==> src/rtl/hpg_pkg.sv <==
package hpg_pkg;

    typedef enum logic [1:0] {
        ST_IDLE = 2'd0,
        ST_FILL = 2'd1,
        ST_HOLD = 2'd2
    } hpg_state_e;

    localparam logic [7:0] COL_MASK0 = 8'h55;
    localparam logic [7:0] COL_MASK1 = 8'hAA;
    localparam logic [7:0] COL_MASK2 = 8'h33;
    localparam logic [7:0] COL_MASK3 = 8'hCC;
    localparam logic [7:0] COL_MASK4 = 8'h0F;
    localparam logic [7:0] COL_MASK5 = 8'hF0;

    function automatic logic [5:0] col_terms(input logic [7:0] b);
        logic [5:0] t;
        t[0] = ^(b & COL_MASK0);
        t[1] = ^(b & COL_MASK1);
        t[2] = ^(b & COL_MASK2);
        t[3] = ^(b & COL_MASK3);
        t[4] = ^(b & COL_MASK4);
        t[5] = ^(b & COL_MASK5);
        return t;
    endfunction

endpackage

==> src/rtl/hpg_col_acc.sv <==
module hpg_col_acc
    import hpg_pkg::*;
(
    input  logic       clk,
    input  logic       rst,
    input  logic       clr,
    input  logic       en,
    input  logic [7:0] byte_i,
    output logic       row_par_o,
    output logic [5:0] cp_nxt_o
);
    logic [5:0] cp_q;
    logic [5:0] terms;

    assign terms     = col_terms(byte_i);
    assign row_par_o = ^byte_i;

    always_comb begin
        if (clr) begin
            cp_nxt_o = '0;
        end else if (en) begin
            cp_nxt_o = cp_q ^ terms;
        end else begin
            cp_nxt_o = cp_q;
        end
    end

    always_ff @(posedge clk) begin
        if (rst) begin
            cp_q <= '0;
        end else begin
            cp_q <= cp_nxt_o;
        end
    end


    col_hold_chk: assert property (@(posedge clk) disable iff (rst)
        (!en && !clr) |=> $stable(cp_q));


    col_clear_chk: assert property (@(posedge clk) disable iff (rst)
        clr |=> (cp_q == '0));

endmodule

==> src/rtl/hpg_row_acc.sv <==
module hpg_row_acc #(
    parameter int IDX_W = 8,
    localparam int RP_W = 2 * IDX_W
) (
    input  logic             clk,
    input  logic             rst,
    input  logic             clr,
    input  logic             en,
    input  logic             par_i,
    input  logic [IDX_W-1:0] idx_i,
    output logic [RP_W-1:0]  rp_nxt_o
);
    logic [RP_W-1:0] rp_q;

    for (genvar k = 0; k < IDX_W; k++) begin : g_pair
        logic hit;
        assign hit = en & par_i;
        assign rp_nxt_o[2*k+1] = clr ? 1'b0 : (rp_q[2*k+1] ^ (hit & idx_i[k]));
        assign rp_nxt_o[2*k]   = clr ? 1'b0 : (rp_q[2*k]   ^ (hit & ~idx_i[k]));
    end

    always_ff @(posedge clk) begin
        if (rst) begin
            rp_q <= '0;
        end else begin
            rp_q <= rp_nxt_o;
        end
    end


    row_hold_chk: assert property (@(posedge clk) disable iff (rst)
        (!en && !clr) |=> $stable(rp_q));

    // each accepted byte touches at most one member of each pair
    row_pair_chk: assert property (@(posedge clk) disable iff (rst)
        (en && !clr) |=> ($countones(rp_q ^ $past(rp_q)) == (IDX_W * int'($past(par_i)))));

endmodule

==> src/rtl/hpg_seq.sv <==
module hpg_seq
    import hpg_pkg::*;
#(
    parameter int IDX_W = 8
) (
    input  logic             clk,
    input  logic             rst,
    input  logic             start_i,
    input  logic             valid_i,
    output logic             clr_o,
    output logic             acc_en_o,
    output logic             fin_o,
    output logic [IDX_W-1:0] idx_o,
    output logic             done_o
);
    localparam logic [IDX_W-1:0] LAST_IDX = {IDX_W{1'b1}};

    hpg_state_e state_q, state_d;

    assign clr_o    = start_i;
    assign acc_en_o = (state_q == ST_FILL) && valid_i && !start_i;
    assign fin_o    = acc_en_o && (idx_o == LAST_IDX);

    always_comb begin
        state_d = state_q;
        unique case (state_q)
            ST_IDLE: if (start_i) state_d = ST_FILL;
            ST_FILL: begin
                if (start_i)    state_d = ST_FILL;
                else if (fin_o) state_d = ST_HOLD;
            end
            ST_HOLD: if (start_i) state_d = ST_FILL;
            default: state_d = ST_IDLE;
        endcase
    end

    always_ff @(posedge clk) begin
        if (rst) state_q <= ST_IDLE;
        else     state_q <= state_d;
    end

    always_ff @(posedge clk) begin
        if (rst) begin
            idx_o  <= '0;
            done_o <= 1'b0;
        end else begin
            done_o <= fin_o;
            if (start_i)       idx_o <= '0;
            else if (acc_en_o) idx_o <= idx_o + 1'b1;
        end
    end


    done_pulse_chk: assert property (@(posedge clk) disable iff (rst)
        done_o |=> !done_o);


    done_cause_chk: assert property (@(posedge clk) disable iff (rst)
        fin_o |=> (done_o && state_q == ST_HOLD));


    start_clear_chk: assert property (@(posedge clk) disable iff (rst)
        start_i |=> (idx_o == '0 && state_q == ST_FILL));


    idle_ignore_chk: assert property (@(posedge clk) disable iff (rst)
        (state_q != ST_FILL) |-> !acc_en_o);

endmodule

==> src/rtl/hamming_page_parity.sv <==
module hamming_page_parity
    import hpg_pkg::*;
#(
    parameter bit WIDE_MODE = 1'b0,
    localparam int IDX_W = WIDE_MODE ? 9 : 8,
    localparam int RP_W  = 2 * IDX_W
) (
    input  logic       clk,
    input  logic       rst,
    input  logic       start_i,
    input  logic       valid_i,
    input  logic [7:0] byte_i,
    output logic [7:0] code0_o,
    output logic [7:0] code1_o,
    output logic [7:0] code2_o,
    output logic       done_o
);
    logic             clr, acc_en, fin, row_par;
    logic [IDX_W-1:0] idx;
    logic [5:0]       cp_nxt;
    logic [RP_W-1:0]  rp_nxt;
    logic [1:0]       low_pair;

    hpg_seq #(.IDX_W(IDX_W)) u_seq (
        .clk      (clk),
        .rst      (rst),
        .start_i  (start_i),
        .valid_i  (valid_i),
        .clr_o    (clr),
        .acc_en_o (acc_en),
        .fin_o    (fin),
        .idx_o    (idx),
        .done_o   (done_o)
    );

    hpg_col_acc u_col (
        .clk       (clk),
        .rst       (rst),
        .clr       (clr),
        .en        (acc_en),
        .byte_i    (byte_i),
        .row_par_o (row_par),
        .cp_nxt_o  (cp_nxt)
    );

    hpg_row_acc #(.IDX_W(IDX_W)) u_row (
        .clk      (clk),
        .rst      (rst),
        .clr      (clr),
        .en       (acc_en),
        .par_i    (row_par),
        .idx_i    (idx),
        .rp_nxt_o (rp_nxt)
    );

    if (WIDE_MODE) begin : g_wide
        assign low_pair = rp_nxt[17:16];
    end else begin : g_narrow
        assign low_pair = 2'b11;
    end

    always_ff @(posedge clk) begin
        if (rst) begin
            code0_o <= '0;
            code1_o <= '0;
            code2_o <= '0;
        end else if (fin) begin
            code0_o <= rp_nxt[7:0];
            code1_o <= rp_nxt[15:8];
            code2_o <= {cp_nxt, low_pair};
        end
    end


    code_hold_chk: assert property (@(posedge clk) disable iff (rst)
        !$stable({code0_o, code1_o, code2_o}) |-> done_o);

    if (!WIDE_MODE) begin : g_fill_chk

        filler_ones_chk: assert property (@(posedge clk) disable iff (rst)
            done_o |-> (code2_o[1:0] == 2'b11));
    end

endmodule

==> config.mk <==
export PLATFORM = sky130hd
export DESIGN_NAME = hamming_page_parity
export DESIGN_NICKNAME = d
export VERILOG_FILES = /design/src/rtl/hpg_pkg.sv /design/src/rtl/hpg_col_acc.sv /design/src/rtl/hpg_row_acc.sv /design/src/rtl/hpg_seq.sv /design/src/rtl/hamming_page_parity.sv
export SDC_FILE = /design/constraint.sdc
export NUM_CORES = 1
export LEC_CHECK = 0
export ABC_AREA = 0
export ABC_CLOCK_PERIOD_IN_PS = 2440
export BUFFER_PORTS_ARGS = -buffer_cell sky130_fd_sc_hd__clkbuf_2
export CAP_MARGIN = 20
export CORE_ASPECT_RATIO = 1.75
export CORE_MARGIN = 4
export CORE_UTILIZATION = 56
export CTS_BUF_LIST = sky130_fd_sc_hd__clkbuf_4 sky130_fd_sc_hd__clkbuf_8 sky130_fd_sc_hd__clkbuf_16
export CTS_CLUSTER_DIAMETER = 30
export DETAILED_ROUTE_END_ITERATION = 16
export GPL_TIMING_DRIVEN = 0
export PLACE_DENSITY = 0.8
export SETUP_SLACK_MARGIN = 0.2
export SYNTH_ARGS = -nofsm -noshare
export SYNTH_HDL_FRONTEND = slang
export SYNTH_SLANG_ARGS = --single-unit
==> constraint.sdc <==
create_clock -name clk -period 2.44 [get_ports clk]
set_input_delay 0.244 -clock clk [delete_from_list [all_inputs] [get_ports clk]]
set_output_delay 0.244 -clock clk [all_outputs]
set_load 0.005 [all_outputs]
### After elaboration in Yosys (flattened, before gate mapping)

Index checks and enable logic that the tools add are counted.

* eq/ne operators: 5
* bitwise operators: 42
* add/subtract/negate cells: 1
* reduce and logical (&&, ||, !) cells: 15
* muxes and demuxes: 22

Operator list (count)
* $reduce_xor 8->1: 7
* $and 1x1->1: 17
* $mux 1: 16
* $xor 1x1->1: 16
* $mux 6: 2
* $add 8x1->8 const B: 1
* $eq 8x8->1 const B: 1
* $not 1->1: 8
* $mux 2: 3
* $xor 6x6->6: 1
* $pmux 2 s2: 1
* $reduce_or 2->1: 2
* $logic_and 1x1->1: 3
* $ne 3x3->1 const B: 1
* $eq 2x1->1 const B: 1
* $eq 2x2->1 const B: 1
* $logic_not 2->1: 1
* $ne 2x1->1 const B: 1
* $reduce_and 2->1: 1
* $logic_not 1->1: 1

* word-level logic and storage cells: 93
* input port bits: 12
* register bits: 57
* output and inout bits: 25

### Depth between registers and ports, before layout

Gate-level depths: netlist of run 1.

* word-level depth: 7
* gate-level depth with buffers: 7

### By module

From an unflattened synthesis of run 1, not the netlist that was laid out.

* cell total of the unflattened synthesis: 346
* area, all modules: 3278.1 um^2

By module, submodules not included
* hpg_row_acc: instances 1, area each 1381.3 um^2, cells each 140
* hamming_page_parity: instances 1, area each 838.3 um^2, cells each 75
* hpg_col_acc: instances 1, area each 544.3 um^2, cells each 73
* hpg_seq: instances 1, area each 514.2 um^2, cells each 58

### Worst setup path before layout of run 1

Ideal clock, no wire load.

* path type: register to register
* start point: register u_seq.idx_o[0]
* end point: register code1_o[5]
* clock period less this slack: 1.724 ns
* arrival time: 1.645 ns
* stages on the path, launching flop included: 8
* setup slack: 0.716 ns
* setup time: 0.079 ns
* path buffers: 1
* path through: dfxtp_1 -> ha_1 -> nand3_1 -> or3_1 -> nor2_4 -> buf_4 -> nand4b_1 -> o211ai_1

* longest elaborated chain between the ends: 2

RTL lines
* start: declaration: RTL line hpg_seq.sv:13 `output logic [IDX_W-1:0] idx_o,`
* start signal: assignment: RTL line hpg_seq.sv:49 `else if (acc_en_o) idx_o <= idx_o + 1'b1;`
* $eq 8x8->1: RTL line hpg_seq.sv:22 `assign fin_o = acc_en_o && (idx_o == LAST_IDX);`
* $logic_and 1x1->1: RTL line hpg_seq.sv:22
* end signal: assignment: RTL line hamming_page_parity.sv:69 `code1_o <= rp_nxt[15:8];`
* end: declaration: RTL line hamming_page_parity.sv:14 `output logic [7:0] code1_o,`

No other way between the ends.
A chain may end at the register's enable or synchronous reset.

### Worst setup path in the final report of run 1

* start point: register u_seq.state_q[1]
* end point: register code1_o[5]

* longest elaborated chain between the ends: 7

RTL lines
* start: declaration: RTL line hpg_seq.sv:18 `hpg_state_e state_q, state_d;`
* start signal: assignment: RTL line hpg_seq.sv:39 `else state_q <= state_d;`
* $eq 2x1->1 (*): RTL line hpg_seq.sv:21 `assign acc_en_o = (state_q == ST_FILL) && valid_i && !start_i;`
* $logic_and 1x1->1 (*) (2 in a row): RTL line hpg_seq.sv:21
* $and 1x1->1: RTL line hpg_row_acc.sv:17 `assign hit = en & par_i;`
* $and 1x1->1: RTL line hpg_row_acc.sv:18 `assign rp_nxt_o[2*k+1] = clr ? 1'b0 : (rp_q[2*k+1] ^ (hit & idx_i[k]));`
* $xor 1x1->1: RTL line hpg_row_acc.sv:18
* $mux 1: RTL line hpg_row_acc.sv:18

Mark *: on every way between the ends. The rest lies on a longest branch, timed or not.

==> results of run 1 <==
[per-layer routing]
metal | share of wire (%) | vias up
met5 | 0 | -
met4 | 2.4 | 0
met3 | 5.0 | 12
met2 | 56 | 57
met1 | 37 | 977
li1 | - | 1053
[final cells by class]
cell class,count,share of cell area [%]
sequential,56,40.1
buffer,22,4.11
clock inverter,3,1.65
multi-input combinational,191,42.8
inverter,2,0.268
timing repair buffer,36,6.43
tap,49,2.19
clock buffer,5,2.46
[worst min-delay path by stage]
stage | slack, ns | startpoint | endpoint
finish | 0.28 | start_i | u_seq.state_q[0]
CTS | 0.26 | start_i | code1_o[6]
global route | 0.29 | start_i | code1_o[6]
floorplan | 0.43 | start_i | code1_o[6]
global placement | 0.44 | code0_o[0] | code0_o[0]
detailed placement | 0.46 | code1_o[6] | code1_o[6]
[per-stage QoR]
step | utilization, % | power [µW] | hold WS [ns] | area, µm²
6_report | 67.5 | 1810 | 0.276 | 2800
5_1_grt | 67.5 | 1870 | 0.293 | 2800
3_5_place_dp | 64.2 | 1210 | 0.457 | 2670
2_1_floorplan | - | 1130 | 0.430 | 2420
3_3_place_gp | 64.2 | 1200 | 0.442 | 2670
4_1_cts | 67.0 | 1810 | 0.260 | 2780
[sequential cells by signal, summed over array words and instances (netlist names)]
signal and count:
code2_o 7, code0_o 8, u_seq.idx_o 8, u_row.rp_q 16
u_seq.state_q 2, code1_o 8, u_seq.done_o 1, u_col.cp_q 6
[Yosys cell counts, drive strengths merged, types with 3 or more instances]
cell type and n:
nand4 3, or4 7, o211ai 9, o31ai 7, nor3 5, a211oi 7, nand4b 5, a21oi 21
xor2 13, a32oi 5, buf 11, a22o 5, o21ai 9, nand2 28, nor2 27, nand3 6
dfxtp 56, xnor2 15, or3 10, clkbuf 11
[cells by family after synthesis]
logic type / share of synthesized area [%]
fa+ha+maj: 0.516
flops: 46.2
buf+inv: 5.01
xor+xnor: 10.1
simple gates: 21.2
compound gates: 16.9
[layout by cell type (no fill, tap or decap), types with 2 or more instances in the layout]
master / synthesis / routed
nor3_1: 4 / 4
nand3_1: 6 / 6
nand4b_1: 5 / 5
or3_1: 10 / 10
nand4_1: 3 / 3
xor2_1: 13 / 13
a32oi_1: 5 / 5
buf_4: 5 / 5
o31ai_1: 7 / 7
clkbuf_8: 0 / 5
inv_1: 2 / 2
a21oi_1: 21 / 21
a22o_1: 5 / 5
or4_1: 7 / 7
o211ai_1: 9 / 9
xnor2_1: 15 / 15
nand2_1: 28 / 28
a211oi_1: 7 / 7
nand2b_1: 2 / 2
dfxtp_1: 56 / 55
nor2_1: 26 / 26
clkbuf_2: 0 / 37
clkbuf_1: 11 / 11
o21ai_0: 9 / 9
buf_2: 4 / 4
[worst reg2reg max path, stage by stage, from the launching register on]
cell,delay (ns)
dfxtp_1,0.36
nand4bb_2,0.37
or3_1,0.56
nor2_4,0.23
buf_4,0.21
nand4b_1,0.10
o211ai_1,0.17
[power by group]
| part | switching [µW] | leakage [µW] | internal (µW) |
|---|---|---|---|
| Clock | 315 | 0.0000548 | 310 |
| Sequential | 4.79 | 0.000452 | 919 |
| Combinational | 172 | 0.000504 | 90.7 |
==> flow_metrics.py, run 1 <==
metrics = {
    "setup_path": {
        "crit_path_start_kind": "flop",
        "r2r_start": "u_seq.state_q[1]",
        "r2r_end": "code1_o[5]",
        "path_class": "flop to flop",
        "critPathLaunch": "u_seq.state_q[1]",
        "critical_path.endpoint": "code1_o[5]",
        "max_stage_delay_ns": 0.56,
        "r2r_slack_ns": 0.37,
        "crit_slowest_cell": "or3_1",
        "cp.arrival_ns": 2.32,
        "crit_required_ns": 2.68,
        "path_buf_inv": 1,
        "crit_family": "simple AND/OR/NAND/NOR gates",
        "path_cells": "nand4bb_2, or3_1, nor2_4, buf_4, nand4b_1, o211ai_1",
        "worst-path-stages": 6,
        "cp_max_fo": 10,
        "endpoint_kind": "flop",
        "rr_worst_depth": 6,
    },
    "global_route": {
        "grt_pass1_wl_um": 9330,
        "grt_use_met1_pct": 23.1,
        "first_global_vias": 2043,
        "overflow": 0,
        "gr-usage-met2_pct": 40.3,
        "grt_max_degree": 19,
        "busiest_layer": "met2",
        "grt_antenna_before_repair": 0,
        "track_usage_pct": 21.8,
        "met3_usage_pct": 4.20,
    },
    "sta": {
        "fmax_mhz": 482,
        "worst_slack_ns": 0.367,
        "tightest_slew_ns": 0.553,
        "min_period_over_period_pct": 85.0,
        "period_minus_slack_ns": 2.07,
        "maxSlewViolCount": 0,
        "finalHoldViolCount": 0,
        "finalSetupTns_ns": 0,
        "rsz0062_at_grt": "no",
        "finalClockSkew_ns": 0.00743,
        "maxSlewHeadroom_pct": 63.1,
        "setup_viol": 0,
    },
    "synthesis": {
        "yosys_warnings": 0,
        "synth.largest_area_cell": "dfxtp_1",
        "synth_fp_nets": 284,
        "synthArstFlopShare_pct": 0,
        "syn_inst": 271,
        "synth_seq_area_share_pct": 46.2,
        "synth_edf_count": 0,
        "syn-mean-instance-area_um2": 8.95,
        "ys_ff_latch": 56,
        "ys.flop_type": "dfxtp_1",
        "synthTopCellsByArea": "dfxtp_1 46%, xnor2_1 5.4%, xor2_1 4.7%",
        "syn_area_um2": 2420,
        "synth.distinct_cells": 34,
        "yosysTopAreaCellShare_pct": 46.2,
    },
    "final_layout": {
        "sequential_cell_area_um2": 1120,
        "final-instance-count-excl-fill": 364,
        "nFillCells": 339,
        "diodes": 0,
        "multi_input_area_um2": 1200,
        "area_growth_pct": 15.5,
        "fin_nets": 327,
        "layout-drive-gt1-share_pct": 19.4,
    },
    "clock_network": {
        "cts_buffers": 5,
        "h-tree-depth": 2,
        "ctsResizeCount": 0,
        "cts_tree": "built",
        "cts_root_buf": "clkbuf_8",
        "cts.sinks": 56,
        "post_cts_buffers": 0,
        "hold_buffers": 0,
        "clk_pin_slew_worst_paths_ns": 0.10,
        "clk_path_buf_depth": 2,
        "clk_latency_ns": 0.31,
    },
    "floorplan": {
        "initial_utilization_pct": 58.4,
        "design.die.area_um2": 5490,
        "dieHeight_um": 95.1,
        "io_pins": 37,
        "core_um2": 4150,
        "die_w_um": 57.7,
        "row_count": 31,
    },
    "placement": {
        "port_buffers": 36,
        "gp_congestion": 0.806,
        "dp_worst_setup_slack_ns": 0.288,
        "dp_cells": 356,
        "dp_hpwl_um": 4060,
    },
    "route": {
        "drc": 0,
        "wl_um": 5470,
        "wire_per_inst_um": 15.0,
        "first_pass_iters": 4,
        "ant_nets": 0,
        "vias": 2099,
        "initialDrtViolationCount": 62,
        "vias_per_cell": 5.77,
    },
    "flow_run": {
        "max-cap-violations": 0,
    },
    "min_path": {
        "hold_path_class": "primary input to flop",
        "whs_path_depth": 3,
    },
    "outcome": {
        "status": "finished, final reports clean",
    },
    "power_and_ir_drop": {
        "ir_drop_mv": 0.740,
        "power_leakage_uw": 0.00101,
        "power_density_nw_per_um2": 646,
    },
}
Power figures use the tool's default switching activity.
==> inputs of run 2 (changes only) <==
--- a/config.mk
+++ b/config.mk
@@ -5,18 +5,18 @@
 export SDC_FILE = /design/constraint.sdc
 export NUM_CORES = 1
 export LEC_CHECK = 0
-export ABC_AREA = 0
-export ABC_CLOCK_PERIOD_IN_PS = 2440
+export ABC_AREA = 1
+export ABC_CLOCK_PERIOD_IN_PS = 1900
 export BUFFER_PORTS_ARGS = -buffer_cell sky130_fd_sc_hd__clkbuf_2
 export CAP_MARGIN = 20
 export CORE_ASPECT_RATIO = 1.75
 export CORE_MARGIN = 4
-export CORE_UTILIZATION = 56
+export CORE_UTILIZATION = 51
 export CTS_BUF_LIST = sky130_fd_sc_hd__clkbuf_4 sky130_fd_sc_hd__clkbuf_8 sky130_fd_sc_hd__clkbuf_16
 export CTS_CLUSTER_DIAMETER = 30
 export DETAILED_ROUTE_END_ITERATION = 16
 export GPL_TIMING_DRIVEN = 0
-export PLACE_DENSITY = 0.8
+export PLACE_DENSITY = 0.76
 export SETUP_SLACK_MARGIN = 0.2
 export SYNTH_ARGS = -nofsm -noshare
 export SYNTH_HDL_FRONTEND = slang
==> constraint.sdc (replaced) <==
create_clock -name clk -period 1.9 [get_ports clk]
set_input_delay 0.19 -clock clk [delete_from_list [all_inputs] [get_ports clk]]
set_output_delay 0.19 -clock clk [all_outputs]
set_load 0.005 [all_outputs]
==> run 2 against run 1 <==
Final area increased by 12%. Fmax up 29%. Synthesized cell count is 32% higher. Clock skew shrank 0.0016 ns. Register-to-register slack worse by 0.07 ns. Non-clock buffer count rose by 2. Final cell count grew 27%. Clock power up 13%. Die area up 21%. Combinational power is 18% lower. Sequential power rose by 29%. Flip-flop and latch count unchanged. Critical endpoint is now code1_o[2].
==> flow_metrics.py, run 2 <==
metrics = {
    "synthesis": {
        "yosysTopAreaCellShare_pct": 41.1,
        "syn_area_um2": 2730,
        "synthMuxAreaShare_pct": 0,
        "synth_top_family_by_area": "simple AND/OR/NAND/NOR gates",
        "synth_fp_nets": 371,
        "synth_xor_area_share_pct": 1.60,
        "ys_ff_latch": 56,
        "synthArstFlopShare_pct": 0,
        "ys.flop_type": "dfxtp_1",
        "synth_edf_count": 0,
        "synth.distinct_cells": 31,
        "syn_inst": 358,
        "yosysMostFrequentCell": "nand2_1",
        "synth_seq_area_share_pct": 41.1,
        "synthTopCellsByArea": "dfxtp_1 41%, nand2_1 9.6%, nand3_2 6.6%",
        "synth_compound_area_share_pct": 13.9,
        "synth.largest_area_cell": "dfxtp_1",
        "yosys-top-cells-count": "70 x nand2_1, 56 x dfxtp_1, 39 x inv_1, 37 x nor2_1, 25 x o21ai_0",
        "synthSimpleGateAreaFrac_pct": 33.0,
        "yosys_warnings": 0,
        "synthAdderAreaFrac_pct": 0.459,
        "syn-mean-instance-area_um2": 7.62,
    },
    "setup_path": {
        "crit_slowest_cell": "dfxtp_4",
        "path_class": "flop to flop",
        "max_stage_delay_ns": 0.38,
        "path_buf_inv": 1,
        "crit_family": "simple AND/OR/NAND/NOR gates",
        "crit_required_ns": 2.15,
        "path_cells": "ha_1, nand3_2, nor3_4, nand2_2, nor2_8, buf_6, o21ai_0, a21oi_2",
        "cp_max_fo": 10,
        "cp.arrival_ns": 1.86,
        "endpoint_kind": "flop",
        "crit_path_start_kind": "flop",
    },
    "clock_network": {
        "h-tree-depth": 2,
        "clk_pin_slew_worst_paths_ns": 0.09,
        "cts_buffers": 5,
        "clk_latency_ns": 0.31,
        "hold_buffers": 0,
        "cts_root_buf": "clkbuf_8",
        "cts.sinks": 56,
        "cts_tree": "built",
        "clk_path_buf_depth": 2,
    },
    "flow_run": {
        "max-cap-violations": 0,
    },
    "power_and_ir_drop": {
        "p_sw_uw": 532,
        "p_int_uw": 1570,
        "seqPwrFrac_pct": 56.3,
        "ir_drop_mv": 0.400,
        "power_density_nw_per_um2": 670,
        "pwr-share-clk_pct": 33.4,
        "power_frac_comb_pct": 10.2,
        "swShare_pct": 25.3,
        "power_leakage_uw": 0.00136,
    },
    "final_layout": {
        "regMostFlops": "u_row.rp_q",
        "fin_nets": 420,
        "area_growth_pct": 15.2,
        "stdcell_area_um2": 3140,
        "final_common_cell": "nand2_1",
        "layout-drive-gt1-share_pct": 26.7,
        "largest_reg_flops": 16,
        "layout_common_cells": "70 x nand2_1, 52 x dfxtp_1, 38 x inv_1",
        "final-instance-count-excl-fill": 463,
        "nFillCells": 468,
        "diodes": 0,
    },
    "placement": {
        "dp_cells": 448,
        "dpl-instance-area_um2": 2970,
        "gp_congestion": 0.803,
        "dp_hpwl_um": 4730,
        "port_buffers": 35,
    },
    "outcome": {
        "status": "finished, final reports clean",
    },
    "global_route": {
        "track_usage_pct": 19.5,
        "grt_antenna_before_repair": 0,
        "overflow": 0,
        "first_global_vias": 2374,
        "grt_max_degree": 16,
        "grt_pass1_wl_um": 10500,
    },
    "sta": {
        "finalSetupTns_ns": 0,
        "finalHoldViolCount": 0,
        "tightest_slew_ns": 0.523,
        "period_minus_slack_ns": 1.60,
        "finalClockSkew_ns": 0.00586,
        "setup_viol": 0,
        "maxSlewViolCount": 0,
        "fmax_mhz": 623,
        "rsz0062_at_grt": "no",
        "maxSlewHeadroom_pct": 65.1,
        "min_period_over_period_pct": 84.4,
    },
    "floorplan": {
        "die_w_um": 63.3,
        "row_count": 35,
        "design.die.area_um2": 6630,
        "dieHeight_um": 105,
        "io_pins": 37,
        "core_um2": 5210,
        "initial_utilization_pct": 52.4,
    },
    "route": {
        "wl_um": 6530,
        "ant_nets": 0,
        "vias": 2522,
        "wire_per_inst_um": 14.1,
        "first_pass_iters": 4,
        "drc": 0,
        "initialDrtViolationCount": 70,
        "vias_per_cell": 5.45,
    },
    "min_path": {
        "hold_path_class": "primary input to flop",
    },
}
-- run 2: path summary, 6_finish.rpt --
path,slack (ns),cells past startpoint,to,start
worst max-delay path,0.30,8,code1_o[2],u_seq.idx_o[0]
worst min-delay path,0.29,2,u_col.cp_q[0],rst
worst max register to register,0.30,8,code1_o[2],u_seq.idx_o[0]
worst min register to register,0.51,2,code2_o[1],code2_o[1]
-- run 2: per-layer routing --
metal | global-route usage, % | share of wire [%] | vias up
met4 | 8.19 | 2.0 | 0
met5 | 0 | 0 | -
met2 | 38.0 | 57 | 65
li1 | - | - | 1272
met3 | 1.83 | 3.7 | 8
met1 | 20.7 | 38 | 1177
-- run 2: repair_timing --
action / in CTS / in global routing
resized for setup: 3 / 8
setup endpoints to repair: 17 / 40
buffers inserted: 0 / 7
pin swaps: 0 / 4
cloned: 0 / 0
-- run 2: logic make-up after synthesis --
logic type | after synthesis
compound gates | 63
simple gates | 174
xor+xnor | 5
flops | 56
fa+ha+maj | 1
buf+inv | 59
-- run 2: power groups by stage --
stage                     logic, µW  clock network (µW)  registers [µW]
after floorplan                 145                   0            1210
after global placement          206                   0            1220
after detailed placement        210                   0            1220
after CTS                       211                 708            1190
after global routing            241                 743            1190
final                           216                 704            1190
-- run 2: worst register-to-register path: stages, from the launching register on --
cell and delay [ns]:
dfxtp_4 0.38, ha_1 0.18, nand3_2 0.11, nor3_4 0.15, nand2_2 0.12, nor2_8 0.19
buf_6 0.17, o21ai_0 0.11, a21oi_2 0.13
-- run 2: layout make-up --
class | instances | area [µm²] | share of cell area, %
multi-input cells | 243 | 1340 | 42.7
flip-flops and latches | 56 | 1130 | 36.0
repair buffers | 42 | 228 | 7.25
inverters | 41 | 154 | 4.90
plain buffers | 18 | 121 | 3.86
clock buffers | 8 | 97.6 | 3.11
well taps | 55 | 68.8 | 2.19
-- run 2: stage by stage --
stage,setup WS [ns],total power [µW],util [%],hold WS (ns)
CTS,0.232,2110,59.0,0.259
floorplan,0.426,1360,-,0.383
global route,0.200,2170,60.3,0.318
global placement,0.205,1420,57.0,0.479
detailed placement,0.177,1430,57.0,0.502
finish,0.296,2110,60.3,0.293
